<file path="config.mk">
export PLATFORM = sky130hd
export DESIGN_NAME = te_sync_trigger
export DESIGN_NICKNAME = d
export VERILOG_FILES = /design/src/rtl/te_sync_pkg.sv /design/src/rtl/te_run_meter.sv /design/src/rtl/te_line_counter.sv /design/src/rtl/te_arm_ctrl.sv /design/src/rtl/te_sync_trigger.sv
export SDC_FILE = /design/constraint.sdc
export NUM_CORES = 1
export LEC_CHECK = 0
export ABC_AREA = 1
export BUFFER_PORTS_ARGS = -buffer_cell sky130_fd_sc_hd__buf_2
export CELL_PAD_IN_SITES_DETAIL_PLACEMENT = 0
export CELL_PAD_IN_SITES_GLOBAL_PLACEMENT = 1
export CORE_ASPECT_RATIO = 1.75
export CORE_UTILIZATION = 38
export CTS_BUF_LIST = sky130_fd_sc_hd__clkbuf_8
export CTS_CLUSTER_DIAMETER = 200
export CTS_CLUSTER_SIZE = 40
export DETAILED_ROUTE_END_ITERATION = 8
export PLACE_DENSITY = 0.79
export REMOVE_ABC_BUFFERS = 1
export SYNTH_ARGS = -nofsm -noshare
export SYNTH_HDL_FRONTEND = slang
export SYNTH_SLANG_ARGS = --single-unit
</file>
<file path="constraint.sdc">
create_clock -name clk_i -period 1.7 [get_ports clk_i]
set_input_delay 0.255 -clock clk_i [delete_from_list [all_inputs] [get_ports clk_i]]
set_output_delay 0.255 -clock clk_i [all_outputs]
set_load 0.005 [all_outputs]
</file>
<file path="src/rtl/te_sync_pkg.sv">
package te_sync_pkg;
  typedef enum logic [1:0] {
    TRG_INT  = 2'd0,
    TRG_VS   = 2'd1,
    TRG_LINE = 2'd2,
    TRG_RSVD = 2'd3
  } trg_mode_e;

  typedef enum logic [1:0] {
    ST_IDLE  = 2'd0,
    ST_ARMED = 2'd1,
    ST_BUSY  = 2'd2
  } arm_state_e;
endpackage

</file>
<file path="src/rtl/te_run_meter.sv">
module te_run_meter #(
  parameter int WW = 6
) (
  input  logic          clk_i,
  input  logic          rst_ni,
  input  logic          te_i,
  input  logic          pol_i,
  input  logic [WW-1:0] width_i,
  output logic          qual_o
);
  localparam logic [WW-1:0] RUN_MAX = '1;

  logic          act;
  logic [WW-1:0] run_q;

  assign act = (te_i == pol_i);

  always_ff @(posedge clk_i or negedge rst_ni) begin
    if (!rst_ni)          run_q <= '0;
    else if (!act)        run_q <= '0;
    else if (run_q != RUN_MAX) run_q <= run_q + 1'b1;
  end

  // run ended this cycle and lasted long enough
  assign qual_o = !act && (run_q != '0) && (run_q >= width_i);
endmodule

</file>
<file path="src/rtl/te_line_counter.sv">
module te_line_counter #(
  parameter int LW = 11
) (
  input  logic          clk_i,
  input  logic          rst_ni,
  input  logic          vs_evt_i,
  input  logic          hs_evt_i,
  input  logic [LW-1:0] target_i,
  output logic          hit_o
);
  localparam logic [LW-1:0] CNT_MAX = '1;

  logic [LW-1:0] cnt_q, cnt_inc;

  assign cnt_inc = (cnt_q == CNT_MAX) ? cnt_q : cnt_q + 1'b1;

  always_ff @(posedge clk_i or negedge rst_ni) begin
    if (!rst_ni)       cnt_q <= '0;
    else if (vs_evt_i) cnt_q <= '0;
    else if (hs_evt_i) cnt_q <= cnt_inc;
  end

  assign hit_o = (vs_evt_i && target_i == '0) ||
                 (hs_evt_i && cnt_inc == target_i && target_i != '0);
endmodule

</file>
<file path="src/rtl/te_arm_ctrl.sv">
module te_arm_ctrl
  import te_sync_pkg::*;
(
  input  logic       clk_i,
  input  logic       rst_ni,
  input  logic       arm_i,
  input  logic       done_i,
  input  trg_mode_e  mode_i,
  input  logic       cfg_ok_i,
  input  logic       vs_evt_i,
  input  logic       line_hit_i,
  output logic       start_o
);
  arm_state_e st_q, st_d;
  logic       start_d, accept, fire;

  assign accept = arm_i && ((mode_i == TRG_INT) ||
                  ((mode_i == TRG_VS || mode_i == TRG_LINE) && cfg_ok_i));
  assign fire   = cfg_ok_i && ((mode_i == TRG_VS && vs_evt_i) ||
                               (mode_i == TRG_LINE && line_hit_i));

  always_comb begin
    st_d    = st_q;
    start_d = 1'b0;
    unique case (st_q)
      ST_IDLE: if (accept) begin
        if (mode_i == TRG_INT) begin
          st_d    = ST_BUSY;
          start_d = 1'b1;
        end else begin
          st_d = ST_ARMED;
        end
      end
      ST_ARMED: if (fire) begin
        st_d    = ST_BUSY;
        start_d = 1'b1;
      end
      ST_BUSY:  if (done_i) st_d = ST_IDLE;
      default:  st_d = ST_IDLE;
    endcase
  end

  always_ff @(posedge clk_i or negedge rst_ni) begin
    if (!rst_ni) begin
      st_q    <= ST_IDLE;
      start_o <= 1'b0;
    end else begin
      st_q    <= st_d;
      start_o <= start_d;
    end
  end
endmodule

</file>
<file path="src/rtl/te_sync_trigger.sv">
module te_sync_trigger
  import te_sync_pkg::*;
#(
  parameter int WW        = 6,
  parameter int LW        = 11,
  parameter int HS_MIN    = 2,
  parameter int VS_MIN_M1 = 4,
  parameter int VS_MIN_M2 = 2
) (
  input  logic          clk_i,
  input  logic          rst_ni,
  input  logic          te_i,
  input  logic          arm_i,
  input  logic          frame_done_i,
  input  logic [1:0]    mode_i,
  input  logic [WW-1:0] hs_width_i,
  input  logic [WW-1:0] vs_width_i,
  input  logic          hs_pol_i,
  input  logic          vs_pol_i,
  input  logic [LW-1:0] line_i,
  output logic          start_o
);
  localparam logic [WW-1:0] HS_LIM  = WW'(HS_MIN);
  localparam logic [WW-1:0] VS_LIM1 = WW'(VS_MIN_M1);
  localparam logic [WW-1:0] VS_LIM2 = WW'(VS_MIN_M2);

  trg_mode_e mode;
  logic      vs_qual, hs_qual, vs_evt, hs_evt, line_hit, cfg_ok;
  logic [WW-1:0] vs_lim;

  assign mode   = trg_mode_e'(mode_i);
  assign vs_lim = (mode == TRG_VS) ? VS_LIM1 : VS_LIM2;
  assign cfg_ok = (hs_width_i >= HS_LIM) && (vs_width_i >= vs_lim) &&
                  (hs_width_i != vs_width_i);

  te_run_meter #(.WW(WW)) u_vs_meter (
    .clk_i, .rst_ni, .te_i, .pol_i(vs_pol_i), .width_i(vs_width_i), .qual_o(vs_qual)
  );
  te_run_meter #(.WW(WW)) u_hs_meter (
    .clk_i, .rst_ni, .te_i, .pol_i(hs_pol_i), .width_i(hs_width_i), .qual_o(hs_qual)
  );

  // frame sync wins when both qualify
  assign vs_evt = vs_qual;
  assign hs_evt = hs_qual && !vs_qual;

  te_line_counter #(.LW(LW)) u_line (
    .clk_i, .rst_ni, .vs_evt_i(vs_evt), .hs_evt_i(hs_evt),
    .target_i(line_i), .hit_o(line_hit)
  );

  te_arm_ctrl u_ctrl (
    .clk_i, .rst_ni, .arm_i, .done_i(frame_done_i), .mode_i(mode),
    .cfg_ok_i(cfg_ok), .vs_evt_i(vs_evt), .line_hit_i(line_hit), .start_o
  );
endmodule

</file>
# Word-level counts from Yosys, hierarchy flattened
# Cells that the tools add are included.
dict set report word_totals {
  regBits 26
  inputBits 32
  output_inout_bits 1
  elab_cells 75
}
dict set report classes {
  n_addsub 3
  order_cmp 4
  n_eq_ne 16
  mux 17
  reduce_logical 30
}
# op count
set ops {}
lappend ops {{two-way mux 11 bit} 3}
lappend ops {{two-way mux 6 bit} 4}
lappend ops {{logical AND 1 bit} 15}
lappend ops {{adder 6 x 1 -> 6 bit (second input constant)} 2}
lappend ops {{greater-or-equal comparator 6 bit} 2}
lappend ops {{!= test 6 bit (second input constant)} 2}
lappend ops {{nonzero test 6 bit} 2}
lappend ops {{adder 11 x 1 -> 11 bit (second input constant)} 1}
lappend ops {{== test 11 bit} 1}
lappend ops {{== test 11 bit (second input constant)} 1}
lappend ops {{zero test 11 bit} 1}
lappend ops {{nonzero test 11 bit} 1}
lappend ops {{two-way mux 2 bit} 4}
lappend ops {{greater-or-equal comparator 6 x 2 -> 1 bit (second input constant)} 1}
lappend ops {{greater-or-equal comparator 6 x 3 -> 1 bit} 1}
lappend ops {{!= test 2 bit (second input constant)} 3}
lappend ops {{!= test 6 bit} 1}
lappend ops {{one-hot mux 2 bit (3 select lines)} 1}
lappend ops {{== test 2 x 1 -> 1 bit (second input constant)} 2}
lappend ops {{== test 2 bit (second input constant)} 2}
lappend ops {{zero test 2 bit} 2}
lappend ops {{logical OR 1 bit} 4}
lappend ops {{!= test 2 x 1 -> 1 bit (second input constant)} 2}
lappend ops {{zero test 1 bit} 3}
lappend ops {{other kinds (6)} 9}

# Depth between registers and ports, before layout
# Gate-level depths: netlist of run 1.
dict set report logic_depth {
  depth_word 14
  depth_mapped 19
  depth_no_buf 19
}

# Hierarchy
# Synthesis of run 1 repeated with hierarchy kept, for this count alone.
dict set report unflattened {
  cells_unflattened 399
  hier_area_um2 2526.2
}
# mod n_inst cells_per_inst area_per_inst_um2 seq_area_each_um2
set modules_own_cells {}
lappend modules_own_cells {te_run_meter 2 74 534.3 150.1}
lappend modules_own_cells {te_line_counter 1 168 1017.2 275.3}
lappend modules_own_cells {te_sync_trigger 1 52 224.0 0.0}
lappend modules_own_cells {te_arm_ctrl 1 31 216.5 75.1}

# Worst setup path after synthesis of run 1
# No wires, ideal clock.
dict set report synth_path {
  path_kind {register to register}
  from {reg u_line.cnt_q[0]}
  to {reg u_ctrl.st_q[0]}
  setup_time_ns 0.123
  arrival_ns 1.754
  required_ns 1.577
  slack_ns -0.178
  path_stages_with_launch 19
  n_path_buf 0
  period_less_slack_ns 1.878
  cell_sequence {dfrtp_1 ha_1 nand2_2 nor2_8 nand3_4 nand2_2 nand2_2 nand2_1 nand2_1 nor2_1 nand2_1 nor2_1 nand3_1 nand2_1 nand2_1 nand2_1 nand2_1 nand2_1 o31ai_1}
}
dict set report synth_via {
  elab_chain_cells 11
  elab_cells_between_ends 12
  cone_classes {add/sub (1); eq/ne (3); mux (1); reduce/logical (7)}
}
# item line
set synth_rtl {}
lappend synth_rtl {{start, declared} te_line_counter.sv:13} ;# logic [LW-1:0] cnt_q, cnt_inc;
lappend synth_rtl {{start signal, assigned} te_line_counter.sv:20} ;# else if (hs_evt_i) cnt_q <= cnt_inc;
lappend synth_rtl {{adder 11 x 1 -> 11 bit or == test 11 bit (tied branches)} te_line_counter.sv:15} ;# assign cnt_inc = (cnt_q == CNT_MAX) ? cnt_q : cnt_q + 1'b1;
lappend synth_rtl {{two-way mux 11 bit *} te_line_counter.sv:15}
lappend synth_rtl {{== test 11 bit *} te_line_counter.sv:24} ;# (hs_evt_i && cnt_inc == target_i && target_i != '0);
lappend synth_rtl {{logical AND 1 bit * (2 in a row)} te_line_counter.sv:24}
lappend synth_rtl {{logical OR 1 bit *} te_line_counter.sv:23} ;# assign hit_o = (vs_evt_i && target_i == '0) ||
lappend synth_rtl {{logical AND 1 bit *} te_arm_ctrl.sv:20} ;# (mode_i == TRG_LINE && line_hit_i));
lappend synth_rtl {{logical OR 1 bit *} te_arm_ctrl.sv:19} ;# assign fire = cfg_ok_i && ((mode_i == TRG_VS && vs_evt_i) ||
lappend synth_rtl {{logical AND 1 bit *} te_arm_ctrl.sv:19}
lappend synth_rtl {{!= test 2 x 1 -> 1 bit (no line) *} n/a}
lappend synth_rtl {{AND reduction 3 bit (no line) *} n/a}
lappend synth_rtl {{end signal, assigned} te_arm_ctrl.sv:48} ;# st_q <= st_d;
lappend synth_rtl {{end, declared} te_arm_ctrl.sv:14} ;# arm_state_e st_q, st_d;
# Mark *: on every way between the ends. The rest lies on a longest branch, timed or not.
# A chain may end at the register's enable or synchronous reset.

# Worst setup path in the final report of run 1
# Same ends and word-level chain as after synthesis.

==> metrics.txt, run 1 <==
status=finished, violations left; violations in the final reports=negative setup slack; internal cell power=2.00 mW; CTS tree=yes; adder-cell share of the synthesized area=11.8%; Site Rows=37; number of hold violations in the final report=0; initial cell density of the core=39.6%; placer's final routability congestion estimate=0.925; share of synthesized area spent on multiplexers=0%; Yosys warning total=0; DRC=0; largest driver fanout on the critical path=6; Mapped Avg Cell Area=6.80 um2; Worst Hold Slack=254 ps; arrival time of data at the critical path endpoint=2290 ps; part of the Yosys area used for sequential elements=28.0%; sequential cell fraction of total power=27.1%; core outline area=5880 um2; capturing element type of the critical path=register; WL met2=4.16 mm; worst setup slack after layout=-429 ps; cell at the root of the clock tree=clkbuf_8; count of antenna diodes in the layout=0; port buffer count=32; horizontal die dimension=61.2 um; Post-Syn Area=2330 um2; Worst path most repeated cell=nand2_1; maximum VDD drop=533 uV; part of the total power dissipated in combinational logic=57.4%; final count of pins violating max slew=0; final routed wirelength across all metal layers=7.38 mm; Max-Slew Margin vs Limit=59.4%; via count of the first global-routing pass=2731; Synth Instances=342; fraction of synthesized cell area in xor and xnor cells=3.71%; setup repair after global routing missed its margin=yes; crit-path cells=ha_2, nand2_4, nor2_8, xor2_1, nand2_1, xnor2_2, nand2_1, nor2_1, nand3_1, nand2_1, nand2_1, nand2_2, nand2_1, nand2_1, o31ai_1; total leakage power=1.88 nW; Area Overhead vs Synth=50.2%; clock buffer depth=2; areal power density over the cells=966 nW/um2; top cell family by delay on the critical path=simple AND/OR/NAND/NOR gates; flip-flop and latch count after synthesis=26; Pre-antenna DRT Iters=4; final period utilization=125%; Synth Area in Compound Gates=11.6%; combined global-route utilization of all metal layers=25.3%; detailed-placement wirelength estimate=5.75 mm; remaining number of nets flagged by the antenna check after routing=0; overall overflow remaining after global route=0; net switching fraction of the power=40.6%; antenna violations before repair=0; buffer and inverter count on the worst path=0; die area=6450 um2; switching power summed over all nets=1.37 mW; data required time of the critical path=1860 ps; overall via count from detail_route=2667; path type of the worst min-delay path=primary input to register; max-capacitance violation count=0; ratio of cells with drive above 1 in the final layout=38.5%; wire length of the first global-routing pass=12.0 mm; IO Pins=33; wire length on met1=2.51 mm; type of origin of the critical path=register; minimum period implied by the final worst setup slack=2130 ps; library cell contributing the largest single delay on the critical path=dfrtp_1; part of the total power dissipated in the clock network=15.6%; Clock Skews=15.7 ps; setup slack on the worst flop-to-flop path=-430 ps; simple-gate portion of the synthesized area=34.0%; DR WL/cell=13.9 um; Die Y=106 um; uppermost routed layer=met4; cts bufs inserted=3; largest net degree at the start of global routing=27; clock-pin slew on the worst setup and hold paths=80 ps; combinational family with the most area after synthesis=simple AND/OR/NAND/NOR gates; Tot Pwr=3.38 mW; TritonCTS sink count=26; maximum level of the CTS H-tree=1; number of nets in the layout=510; number of fillers in the final layout=592; largest stage delay on the critical path=370 ps; final count of negative-setup-slack endpoints=14; vias per cell=5.00; first-iteration detailed-routing DRC count=99; metal3 WL=257 um; maximum achievable frequency=0.470 GHz; clock latency reported for the late side of the worst-skew pair=280 ps; number of unique standard cell types used by synthesis=32; transition time at the pin with the least slew margin=609 ps; WS Path Type=register to register
metrics by stage:
stage | utilization (%) | std cells | instance area (um2) | setup TNS [ps] | setup slack [ps]
after floorplan | - | 342 | 2330 | -428 | -178
after global placement | 52.0 | 515 | 3060 | -2110 | -366
after detailed placement | 52.0 | 515 | 3060 | -2350 | -413
after CTS | 55.6 | 525 | 3270 | -1650 | -374
after global routing | 59.4 | 533 | 3490 | -4270 | -559
final | 59.4 | 533 | 3490 | -3060 | -429
power groups by stage:
stage	clock [mW]	combinational, mW	sequential [mW]
after floorplan	0	0.833	0.928
after global placement	0	1.61	0.899
after detailed placement	0	1.62	0.905
after CTS	0.533	1.75	0.896
after global routing	0.556	2.16	0.928
final	0.525	1.94	0.914
state kept, by name, summed over array words and instances, names as in the netlist:
| name | count |
|---|---|
| u_line.cnt_q | 11 |
| u_ctrl.start_o | 1 |
| u_hs_meter.run_q | 6 |
| u_ctrl.st_q | 2 |
| u_vs_meter.run_q | 6 |
worst min-delay path, stage by stage:
cell	delay, ps
buf_2	80
nand3_1	90
nand2_1	70
metal layers:
| layer | track usage [%] | up-vias |
|---|---|---|
| met1 | 25.2 | 1245 |
| met4 | 13.3 | 0 |
| met3 | 3.19 | 29 |
| met2 | 47.1 | 61 |
| met5 | 0 | - |
| li1 | - | 1332 |
synth_stat cells:
library cell  count  area (um2)
o31ai_1           2        15.0
o2111ai_1         1        8.76
nand3_4           1        17.5
ha_1             22         275
o21ai_1           2        10.0
nand3_2           1        10.0
inv_2             3        11.3
o21ai_0          19        95.1
a21oi_1          11        55.1
xor2_1            3        26.3
nand2_1          86         323
o211ai_1          2        15.0
nor2_2            2        12.5
xnor2_1           5        43.8
nor4_1            4        25.0
o21a_1            2        15.0
xnor2_2           1        16.3
nand2_2           4        25.0
nor2_4            2        22.5
nor3_1            7        35.0
nor2_1           23        86.3
nand4_1           7        43.8
a21boi_0          1        7.51
nand3_1          28         140
o22ai_1           3        18.8
a32oi_1           1        8.76
a31oi_1           2        12.5
nand3b_1          4        30.0
dfrtp_1          26         651
nor2_8            1        20.0
a211oi_1          1        7.51
inv_1            65         244
logic make-up (layout without fill, tap and decap cells):
group                    count (synthesis)  in the layout
AND/OR/NAND/NOR                        170            170
buffers and inverters                   68            181
AO/OA/AOI/OAI                           47             47
flip-flops                              26             26
adder cells (fa/ha/maj)                 22             22
XOR/XNOR                                 9              9
layout by cell type, fill, tap and decap left out, drive strengths merged:
cell type,count
buf,108
nand2,90
xnor2,6
nor4,4
o21ai,21
o2111ai,1
o31ai,2
nor3,7
nand3b,4
clkbuf,3
a32oi,1
bufinv,1
xor2,3
a31oi,2
o211ai,2
a21boi,1
a21oi,11
dfrtp,26
o21a,2
o22ai,3
nand4,7
nand3,30
ha,22
nor2,28
dlygate4sd3,1
inv,68
a211oi,1
worst paths after layout:
| check | start | to | cells past startpoint |
|---|---|---|---|
| worst max-delay path | u_line.cnt_q[0] | u_ctrl.st_q[0] | 15 |
| worst min-delay path | arm_i | u_ctrl.start_o | 3 |
| worst max register to register | u_line.cnt_q[0] | u_ctrl.st_q[0] | 15 |
| worst min register to register | u_ctrl.st_q[0] | u_ctrl.st_q[0] | 3 |
| max in group asynchronous | rst_ni | u_hs_meter.run_q[4] | 2 |
| min in group asynchronous | rst_ni | u_line.cnt_q[7] | 2 |
layout make-up:
type                    count  area (um2)  area share [%]
multi-input cells         248        1650            47.2
repair buffers            109         771            22.1
flip-flops and latches     26         652            18.7
inverters                  68         255            7.30
well taps                  78        97.6            2.79
clock buffers               3        41.3            1.18
clock inverters             1        30.0           0.859
repair_timing:
action / CTS / global route
pin swaps: 5 / 15
setup endpoints to repair: 15 / 16
resized for setup: 34 / 40
hold endpoints to repair: 15 / 0
buffers inserted: 3 / 12
cloned: 2 / 0
hold buffers: 1 / 0
Power figures use the tool's default switching activity.
==> run 2, diff against run 1 <==
Settings changed: ABC_AREA 1 to unset, CORE_UTILIZATION 38 to 40.
==> run 2 against run 1 <==
Net effect: the run ends with negative hold slack, negative setup slack left; die area fell by 2.1%; global-route usage down 1.1 points; cell count shrank 11%; largest cell class unchanged; clock-buffer cell count did not move.
==> metrics.txt, run 2 <==
data required time of the critical path=1920 ps (+60 ps); status=finished, violations left; largest net degree at the start of global routing=27 (unchanged); Clock Skews=4.42 ps (-11.2 ps); maximum level of the CTS H-tree=1 (unchanged); minimum period implied by the final worst setup slack=2310 ps (+181 ps); most instantiated cells after synthesis=nor2_1, nand2_1, dfrtp_1; top cells by area, synth=dfrtp_1, ha_1, nor2_1, nand2_1, mux2i_1; part of the total power dissipated in combinational logic=41.2% (-16 points); TritonCTS sink count=26 (unchanged); layer with the highest usage=met2; violations in the final reports=negative hold slack, negative setup slack; met3 track utilization from global routing=1.99% (-1.2 points); arrival time of data at the critical path endpoint=2530 ps (+240 ps); DRC=0 (unchanged); maximum VDD drop=442 uV (-17%); Die Y=104 um (-1.1%); placer's final routability congestion estimate=0.950 (+2.7%); core outline area=5830 um2 (-0.79%); Max-Slew Margin vs Limit=56.1% (-3.3 points); first-iteration detailed-routing DRC count=165 (+67%); capturing element type of the critical path=register; number of enable-type register cells in the synthesized netlist=0 (unchanged); Worst Reg2Reg Path Length in Cells=10 (-5); detailed-placement wirelength estimate=5.69 mm (-1.0%); remaining number of nets flagged by the antenna check after routing=0 (unchanged); Pre-antenna DRT Iters=4 (unchanged); final count of pins violating max slew=0 (unchanged); areal power density over the cells=615 nW/um2 (-36%); part of the total power dissipated in the clock network=25.0% (+9.4 points); max-capacitance violation count=0 (unchanged); vias per cell=5.39 (+7.6%); Worst R2R Start=u_line.cnt_q[0]; largest area contributor in the synthesized netlist=dfrtp_1; grt met2 use=47.6% (+0.44 points); ratio of cells with drive above 1 in the final layout=40.6% (+2.1 points); number of hold violations in the final report=14 (+14); initial cell density of the core=41.1% (+1.5 points); DR WL/cell=15.5 um (+12%); most frequent standard cell in the layout excluding fill and tap cells=buf_4; total leakage power=1.69 nW (-10%); final count of negative-setup-slack endpoints=14 (unchanged); clock-pin slew on the worst setup and hold paths=100 ps (+20 ps); part of the Yosys area used for sequential elements=27.2% (-0.80 points); setup slack on the worst flop-to-flop path=-610 ps (-180 ps); Worst Hold Slack=-6.13 ps (-260 ps); Async S/R FF share, synth=100% (unchanged); largest stage delay on the critical path=370 ps (about the same); Area Overhead vs Synth=45.4%; library cell contributing the largest single delay on the critical path=dfrtp_1; via count of the first global-routing pass=2575 (-5.7%); leading register cell type out of synthesis=dfrtp_1; overall overflow remaining after global route=0 (unchanged); IO Pins=33 (unchanged); transition time at the pin with the least slew margin=659 ps (+50.2 ps); wire length of the first global-routing pass=11.5 mm (-4.4%); overall via count from detail_route=2558 (-4.1%); flip-flop and latch count after synthesis=26 (unchanged); clock buffer depth=2 (unchanged); Mapped Avg Cell Area=8.32 um2 (+22%); sequential cell fraction of total power=33.8% (+6.7 points); most instantiated library cell after synthesis=nor2_1; count of antenna diodes in the layout=0 (unchanged); max FFs per register=11 (unchanged); Site Rows=37 (unchanged); path type of the worst min-delay path=primary input to asynchronous set/reset pin; net switching fraction of the power=33.1% (-7.5 points); Yosys warning total=0 (unchanged); die area=6320 um2 (-2.1%); maximum achievable frequency=0.433 GHz (-7.8%); number of unique standard cell types used by synthesis=54 (+69%); number of nets in the layout=452 (-11%); crit-path cells=ha_2, and3_4, buf_6, buf_6, nand4_1, nor3b_1, o32ai_1, nor4b_2, a41o_1, a22o_2; largest driver fanout on the critical path=6 (unchanged); Worst path most repeated cell=buf_6; final routed wirelength across all metal layers=7.35 mm (-0.42%); Post-Syn Area=2400 um2 (+3.0%); final core area utilization=59.7% (+0.28 points); Synth Instances=288 (-16%); met1 global-route usage=24.1% (-1.1 points); CTS tree=yes; most used cells in the layout excluding fill and tap cells=buf_4, nor2_1, buf_2; switching power summed over all nets=0.709 mW (-48%); final period utilization=136% (+11 points); combined global-route utilization of all metal layers=24.2% (-1.1 points); top-area cell type share of the netlist area=27.2% (-0.80 points); setup repair after global routing missed its margin=yes; port buffer count=32 (unchanged); antenna violations before repair=0 (unchanged); Tot Pwr=2.14 mW (-37%); capture point of the critical path=u_ctrl.start_o; worst setup slack after layout=-609 ps (-181 ps); destination of the worst register-to-register timing path=u_ctrl.start_o; clock latency reported for the late side of the worst-skew pair=280 ps (about the same); horizontal die dimension=60.5 um (-1.1%); largest registers=u_line.cnt_q: 11 flops, u_hs_meter.run_q: 6 flops, u_vs_meter.run_q: 6 flops; cell at the root of the clock tree=clkbuf_8; type of origin of the critical path=register; WS Path Type=register to register; worst slack after detailed placement=-707 ps (-293 ps); internal cell power=1.43 mW (-29%); worst setup path startpoint=u_line.cnt_q[0]; cts bufs inserted=3 (unchanged); register containing the most flip-flops in the final layout=u_line.cnt_q
## run 2: cell families after synthesis
| logic type | after synthesis | synth area share (%) |
|---|---|---|
| XOR/XNOR | 19 | 7.26 |
| buffers and inverters | 33 | 6.89 |
| adder cells (fa/ha/maj) | 22 | 11.5 |
| AND/OR/NAND/NOR | 123 | 27.2 |
| AO/OA/AOI/OAI | 54 | 15.4 |
| flip-flops | 26 | 27.2 |
| multiplexers | 11 | 4.70 |
## run 2: what timing repair did
item / in CTS / in global routing
buffers inserted: 4 / 5
setup endpoints to repair: 14 / 14
hold buffers: 0 / 0
resized for setup: 23 / 27
gates cloned: 0 / 1
pin swaps: 10 / 24
## run 2: metal layers
layer	vias to the layer above	wire, um	share of wire (%)
met5	-	0	0
met3	19	218	3.0
met1	1225	2660	36
li1	1245	-	-
met2	69	4220	57
met4	0	250	3.4
## run 2: stage by stage
step / cells / setup TNS [ps] / area, um2
global route: 475 / -7050 / 3480
floorplan: 277 / -6180 / 2310
finish: 475 / -5690 / 3480
global placement: 463 / -7370 / 3150
detailed placement: 463 / -8130 / 3150
CTS: 470 / -5430 / 3350
## run 2: area by class of cell
class / instances / area, um2
fillers: 545 / 2350
multi-input cells: 229 / 1760
repair buffers: 116 / 818
flip-flops and latches: 26 / 651
well taps: 78 / 97.6
inverters: 22 / 82.6
clock buffers: 3 / 41.3
clock inverters: 1 / 30.0
## run 2: worst min path at each step
stage                     startpoint         endpoint  slack (ps)  depth (start not counted)
final                         rst_ni  u_line.cnt_q[2]          -6                          1
after floorplan               rst_ni   u_ctrl.st_q[0]         -40                          0
after global placement        rst_ni  u_line.cnt_q[3]         310                          1
after global routing          rst_ni  u_line.cnt_q[2]          40                          1
after detailed placement      rst_ni  u_line.cnt_q[3]         320                          1
after CTS                     rst_ni  u_line.cnt_q[3]          10                          1
## run 2: power groups by stage
stage                     Sequential [mW]  Combinational, mW  Clock, mW
final                               0.725              0.883      0.535
after global routing                0.730              0.974      0.562
after CTS                           0.723              0.807      0.544
after detailed placement            0.735              0.734          0
after global placement              0.729              0.725          0
after floorplan                     0.760              0.357          0
## run 2: critical path, delay by kind of cell (launching register included)
family,cells,cell delay (ps)
adder cells (fa/ha/maj),1,180
flip-flops,1,370
buffers and inverters,2,210
AND/OR/NAND/NOR,4,920
AO/OA/AOI/OAI,3,560
